### src/rtl/accum_alu_pkg.sv
package accum_alu_pkg;
  typedef enum logic [4:0] {
    OP_NOP    = 5'd0,
    OP_CLR_A  = 5'd1,
    OP_CLR_X  = 5'd2,
    OP_CLR_Y  = 5'd3,
    OP_CLR_HI = 5'd4,
    OP_CLR_LO = 5'd5,
    OP_CLR_F  = 5'd6,
    OP_DEC    = 5'd7,
    OP_ADD    = 5'd8,
    OP_LD_GPR = 5'd9,
    OP_ROR    = 5'd10,
    OP_ROL    = 5'd11,
    OP_NOT    = 5'd12,
    OP_SHR    = 5'd13,
    OP_CMP_X  = 5'd14,
    OP_INC    = 5'd15,
    OP_LD_X   = 5'd16,
    OP_LD_Y   = 5'd17,
    OP_AND_XY = 5'd18,
    OP_OR_XY  = 5'd19,
    OP_LD_PIN = 5'd20,
    OP_SUB    = 5'd21,
    OP_MUL    = 5'd22,
    OP_SHL    = 5'd23,
    OP_LD_HI  = 5'd24,
    OP_LD_LO  = 5'd25,
    OP_LD_FP  = 5'd26,
    OP_PORT   = 5'd27,
    OP_ST_X   = 5'd28,
    OP_ST_Y   = 5'd29
  } alu_op_e;
endpackage

### src/rtl/alu_arith.sv
module alu_arith #(
  parameter int W = 32
) (
  input  logic [W-1:0] acc,
  input  logic [W-1:0] gpr,
  input  logic [W-1:0] x,
  output logic [W-1:0] sum,
  output logic         sum_c,
  output logic [W-1:0] diff,
  output logic [W-1:0] incr,
  output logic         incr_c,
  output logic [W-1:0] decr,
  output logic         le_x
);
  localparam int WE = W + 1;
  logic [WE-1:0] sum_w, inc_w;

  always_comb begin
    sum_w  = {1'b0, acc} + {1'b0, gpr};
    inc_w  = {1'b0, acc} + WE'(1);
    sum    = sum_w[W-1:0];
    sum_c  = sum_w[W];
    incr   = inc_w[W-1:0];
    incr_c = inc_w[W];
    diff   = acc - gpr;
    decr   = acc - W'(1);
    le_x   = (acc <= x);
  end
endmodule

### src/rtl/alu_bitops.sv
module alu_bitops #(
  parameter int W = 32
) (
  input  logic [W-1:0] acc,
  input  logic [W-1:0] x,
  input  logic [W-1:0] y,
  output logic [W-1:0] and_xy,
  output logic [W-1:0] or_xy,
  output logic [W-1:0] inv,
  output logic [W-1:0] shl,
  output logic         shl_out,
  output logic [W-1:0] shr,
  output logic         shr_out,
  output logic [W-1:0] rol,
  output logic [W-1:0] ror
);
  genvar i;
  generate
    for (i = 0; i < W; i++) begin : g_bit
      assign and_xy[i] = x[i] & y[i];
      assign or_xy[i]  = x[i] | y[i];
      assign inv[i]    = ~acc[i];
      if (i == 0) begin : g_lsb
        assign shl[i] = 1'b0;
        assign rol[i] = acc[W-1];
      end else begin : g_up
        assign shl[i] = acc[i-1];
        assign rol[i] = acc[i-1];
      end
      if (i == W-1) begin : g_msb
        assign shr[i] = 1'b0;
        assign ror[i] = acc[0];
      end else begin : g_dn
        assign shr[i] = acc[i+1];
        assign ror[i] = acc[i+1];
      end
    end
  endgenerate

  assign shl_out = acc[W-1];
  assign shr_out = acc[0];
endmodule

### src/rtl/alu_mult.sv
module alu_mult #(
  parameter int W = 32
) (
  input  logic [W-1:0]   a,
  input  logic [W-1:0]   b,
  output logic [W-1:0]   prod_hi,
  output logic [W-1:0]   prod_lo
);
  localparam int PW = 2 * W;
  logic [PW-1:0] prod;

  always_comb begin
    prod    = PW'(a) * PW'(b);
    prod_hi = prod[PW-1:W];
    prod_lo = prod[W-1:0];
  end
endmodule

### src/rtl/accum_alu.sv
module accum_alu #(
  parameter int W = 32
) (
  input  logic         clk,
  input  logic         rst_n,
  input  logic         op_en,
  input  logic [4:0]   op_code,
  input  logic [W-1:0] gpr_in,
  input  logic [W-1:0] port_in,
  input  logic [W-1:0] fp_in,
  output logic [W-1:0] acc_out,
  output logic         flag_out,
  output logic [W-1:0] port_out
);
  import accum_alu_pkg::*;

  logic [W-1:0] acc_q, x_q, y_q, hi_q, lo_q, port_q;
  logic         f_q;
  logic [W-1:0] acc_d, x_d, y_d, hi_d, lo_d, port_d;
  logic         f_d;

  logic [W-1:0] sum, diff, incr, decr;
  logic         sum_c, incr_c, le_x;
  logic [W-1:0] and_xy, or_xy, inv, shl, shr, rol, ror;
  logic         shl_out, shr_out;
  logic [W-1:0] prod_hi, prod_lo;
  alu_op_e      op;

  alu_arith #(.W(W)) u_arith (
    .acc(acc_q), .gpr(gpr_in), .x(x_q),
    .sum(sum), .sum_c(sum_c), .diff(diff),
    .incr(incr), .incr_c(incr_c), .decr(decr), .le_x(le_x)
  );

  alu_bitops #(.W(W)) u_bits (
    .acc(acc_q), .x(x_q), .y(y_q),
    .and_xy(and_xy), .or_xy(or_xy), .inv(inv),
    .shl(shl), .shl_out(shl_out), .shr(shr), .shr_out(shr_out),
    .rol(rol), .ror(ror)
  );

  alu_mult #(.W(W)) u_mult (
    .a(acc_q), .b(gpr_in), .prod_hi(prod_hi), .prod_lo(prod_lo)
  );

  assign op = alu_op_e'(op_code);

  always_comb begin
    acc_d  = acc_q;
    x_d    = x_q;
    y_d    = y_q;
    hi_d   = hi_q;
    lo_d   = lo_q;
    f_d    = f_q;
    port_d = port_q;
    if (op_en) begin
      case (op)
        OP_CLR_A:  acc_d = '0;
        OP_CLR_X:  x_d   = '0;
        OP_CLR_Y:  y_d   = '0;
        OP_CLR_HI: hi_d  = '0;
        OP_CLR_LO: lo_d  = '0;
        OP_CLR_F:  f_d   = 1'b0;
        OP_DEC:    acc_d = decr;
        OP_ADD:    begin acc_d = sum;  f_d = sum_c;  end
        OP_LD_GPR: acc_d = gpr_in;
        OP_ROR:    acc_d = ror;
        OP_ROL:    acc_d = rol;
        OP_NOT:    acc_d = inv;
        OP_SHR:    begin acc_d = shr;  f_d = shr_out; end
        OP_CMP_X:  acc_d = {{(W-1){1'b0}}, le_x};
        OP_INC:    begin acc_d = incr; f_d = incr_c; end
        OP_LD_X:   acc_d = x_q;
        OP_LD_Y:   acc_d = y_q;
        OP_AND_XY: acc_d = and_xy;
        OP_OR_XY:  acc_d = or_xy;
        OP_LD_PIN: acc_d = port_in;
        OP_SUB:    acc_d = diff;
        OP_MUL:    begin hi_d = prod_hi; lo_d = prod_lo; end
        OP_SHL:    begin acc_d = shl;  f_d = shl_out; end
        OP_LD_HI:  acc_d = hi_q;
        OP_LD_LO:  acc_d = lo_q;
        OP_LD_FP:  acc_d = fp_in;
        OP_PORT:   port_d = acc_q;
        OP_ST_X:   x_d = acc_q;
        OP_ST_Y:   y_d = acc_q;
        default:   ;
      endcase
    end
  end

  always_ff @(posedge clk or negedge rst_n) begin
    if (!rst_n) begin
      acc_q  <= '0;
      x_q    <= '0;
      y_q    <= '0;
      hi_q   <= '0;
      lo_q   <= '0;
      f_q    <= 1'b0;
      port_q <= '0;
    end else begin
      acc_q  <= acc_d;
      x_q    <= x_d;
      y_q    <= y_d;
      hi_q   <= hi_d;
      lo_q   <= lo_d;
      f_q    <= f_d;
      port_q <= port_d;
    end
  end

  assign acc_out  = acc_q;
  assign flag_out = f_q;
  assign port_out = port_q;
endmodule

### config.mk
export PLATFORM = sky130hd
export DESIGN_NAME = accum_alu
export DESIGN_NICKNAME = d
export VERILOG_FILES = /design/src/rtl/accum_alu_pkg.sv /design/src/rtl/alu_arith.sv /design/src/rtl/alu_bitops.sv /design/src/rtl/alu_mult.sv /design/src/rtl/accum_alu.sv
export SDC_FILE = /design/constraint.sdc
export NUM_CORES = 2
export LEC_CHECK = 0
export CAP_MARGIN = 20
export CELL_PAD_IN_SITES_DETAIL_PLACEMENT = 0
export CELL_PAD_IN_SITES_GLOBAL_PLACEMENT = 2
export CORE_UTILIZATION = 37
export CTS_CLUSTER_DIAMETER = 60
export DETAILED_ROUTE_END_ITERATION = 10
export MAX_ROUTING_LAYER = met4
export PLACE_DENSITY_LB_ADDON = 0.1
export RECOVER_POWER = 50
export SLEW_MARGIN = 20
export SYNTH_ARGS = -nofsm -noshare
export SYNTH_HDL_FRONTEND = slang
export SYNTH_SLANG_ARGS = --single-unit
### constraint.sdc
create_clock -name clk -period 6.89 [get_ports clk]
set_input_delay 0.689 -clock clk [delete_from_list [all_inputs] [get_ports clk]]
set_output_delay 0.689 -clock clk [all_outputs]
set_load 0.005 [all_outputs]
==> results by group <==
STA
  – # setup viols final: 39
  – Transition time of the tightest slew-check pin: 5.31 ns
  – RSZ-0062 raised after global routing: true
  – F_max: 132 MHz
  – Fin. Hold Viols: 0
  – Skew final: 0.0110 ns
  – Max-slew violations: 97
  – Final WS setup: -0.658 ns
  – Max_slew headroom: -254%
  – Final min period: 7.55 ns
  – Final cycle utilization of the critical path: 110%

Floorplanning
  – Starting Density: 37.4%
  – Die Y: 362 um
  – CORE AREA: 0.128 mm2
  – Die Area: ~0.13 mm2
  – Std cell rows: 131
  – I/O Pins: 169
  – Die Span X: 362 um

CTS
  – Latest clock arrival within the worst-skew pair: 0.50 ns
  – CTS clk-pin slew, worst paths: roughly 0.090 ns
  – Clock sinks: just under 200
  – CTS tree: done
  – CTS Buf Count: 17
  – H-tree depth: 4
  – Clock buffer depth: 2
  – CTS Root Cell: clkbuf_16

Drt
  – Post-Route WL: 196 mm
  – Number of DRC markers in iteration 0: between 3k and 4k
  – Via count: 40.8k
  – Drt wl/cell: 25.4 um
  – Drt pass-1 iters: 9
  – Vias per inst: 5.30
  – Antenna Nets Post-Route: 0
  – Residual DRC count: 0

Finish
  – Final net count: around 7.3k
  – Layout fillers: 12.5k
  – Sequential cell area: 0.00488 mm2
  – Final std cells w/o fill: 7696
  – Leading cell type in the layout, fill and taps excluded: inv_1
  – Multi-input logic area: 0.0397 mm2
  – Commonest cells after routing, fill and taps aside: inv_1, fa_1, nand2_1
  – Share of cells above drive strength 1: 19.1%
  – Layout area overhead: 24.0%

Setup path
  – Critical Path AT: 7.94 ns
  – Kind of start point of the critical path: flip-flop
  – Crit. End Element: flip-flop
  – Crit Path Max Fanout: 5
  – Worst path most repeated cell: fa_1
  – Crit path required time: 7.28 ns
  – Crit-path slowest cell: fa_2
  – Kind of critical path: reg2reg
  – Crit-path max cell delay: between 0.6 and 0.7 ns

Synthesis
  – YS warnings: 0
  – Sequential area share after synthesis: 10.1%
  – Post-Synthesis Cells: 5407
  – Cell Area, Synth: roughly 0.048 mm2
  – Count of different cell masters after synthesis: between 90 and 100
  – Ys async rst share: 100%
  – Syn_nets: ~6.8k
  – EDFF count, synth: 0
  – Post-synthesis register bit count: a little under 200
  – Main synth FF type: dfrtp_1
  – Syn avg cell area: just under 9 um2

Global routing
  – GRT met1 Usage: 40.5%
  – Initial antenna violation count: 8
  – Vias in the first global route: ~43k
  – Grt met3 use: 2.52%
  – GRT overflow: 0
  – GR peak layer: met2
  – Grt met2 use: approximately 52%
  – Global-route wire length before repair: 290 mm
  – Largest net degree at the start of global routing: 97
  – Total GRT Usage: 30.8%

Outcome
  – Failing checks: max-capacitance violations, max-slew violations, negative setup slack
  – Status: complete, but fails checks

Placed design
  – IO Port Bufs: 168
  – Gpl congestion: 0.942
  – Placed wire-length estimate: 152 mm
  – Placed cells: 7545

Flow run
  – Max-cap violations: 1

Hold path
  – Hold crit path type: reg2reg
## cell usage after synthesis, drive strengths merged, types with 24 or more instances
| cell | number | area, um2 |
|---|---|---|
| inv | 939 | 3520 |
| fa | 898 | 18000 |
| nand2 | 705 | 2650 |
| and2 | 574 | 3590 |
| ha | 359 | 4490 |
| clkbuf | 304 | 1140 |
| o21ai | 210 | 1060 |
| a21oi | 193 | 970 |
| dfrtp | 193 | 4830 |
| nor2 | 90 | 340 |
| a22o | 85 | 744 |
| xnor2 | 83 | 727 |
| a21o | 71 | 534 |
| nand4 | 59 | 397 |
| nand3 | 58 | 295 |
| buf | 53 | 323 |
| xor2 | 52 | 455 |
| a221oi | 45 | 412 |
| a22oi | 43 | 328 |
| nor3 | 35 | 216 |
| mux2 | 32 | 360 |
| and3 | 27 | 169 |
| a211oi | 24 | 190 |
## what timing repair did
action / in CTS / in global routing
hold buffers: 0 / 0
endpoints found under the setup margin: 49 / 48
setup buffers: 39 / 59
resized for setup: 193 / 212
gates cloned: 14 / 7
pin swaps: 39 / 159
## worst paths after layout
path	to	slack [ns]	startpoint	cells past startpoint
worst max-delay path	hi_q[30]$_DFFE_PN0P_	-0.66	acc_out[13]$_DFFE_PN0P_	25
worst min-delay path	lo_q[5]$_DFFE_PN0P_	0.49	lo_q[5]$_DFFE_PN0P_	2
worst max register to register	hi_q[30]$_DFFE_PN0P_	-0.66	acc_out[13]$_DFFE_PN0P_	25
worst min register to register	lo_q[5]$_DFFE_PN0P_	0.49	lo_q[5]$_DFFE_PN0P_	2
max in group asynchronous	acc_out[24]$_DFFE_PN0P_	0.75	rst_n	1
min in group asynchronous	port_out[7]$_DFFE_PN0P_	2.30	rst_n	1
## cells by family after synthesis
family | share of synthesized area, %
buffers and inverters | 10.4
DFF | 10.1
adders and majority gates | 46.9
xor gates and xnor gates | 2.47
AOI/OAI and AO/OA | 12.2
muxes | 0.773
and+or+nand+nor | 17.2
## metal layers
metal | part of all wire (%) | up-vias
met4 | 2.9 | 0
li1 | - | 18200
met1 | 43 | 21400
met5 | 0 | -
met3 | 4.6 | 218
met2 | 50 | 1045
## metrics by stage
stage	area, um2	util (%)	worst slack [ns]	hold WS [ns]	TNS [ns]
5_1_grt	59400	46.4	-0.853	0.516	-22.66
3_5_place_dp	56000	43.8	-1.61	0.467	-58.75
3_3_place_gp	56000	43.8	-1.56	0.456	-56.76
6_report	59400	46.4	-0.658	0.494	-13.57
4_1_cts	57900	45.2	-0.653	0.239	-15.57
2_1_floorplan	48500	-	-0.320	0.393	-2.07
## flip-flops by register name, indices dropped and copies added, names as in the netlist
register	count
acc_out	32
flag_out	1
hi_q	32
lo_q	32
port_out	32
x_q	32
y_q	32
## worst max-delay path, delay by kind of cell (launching register included)
family | cells | cell delay (ns)
AO/OA/AOI/OAI | 7 | 1.42
adder cells (fa/ha/maj) | 9 | 4.34
buffers and inverters | 5 | 0.54
flip-flops | 1 | 0.48
AND/OR/NAND/NOR | 4 | 0.63
## area by class of cell
cell class / count / area share, %
Tap cell: 1729 / 3.64
Clock buffer: 17 / 0.716
Inverter: 940 / 5.94
Clock inverter: 15 / 0.310
Antenna cell: 2 / 0.00842
Timing Repair Buffer: 883 / 14.4
Sequential cell: 193 / 8.21
Multi-Input combinational cell: 3917 / 66.8
Power is not shown: default switching activity piles up to over one toggle a cycle in this logic, so the estimate is an artifact.
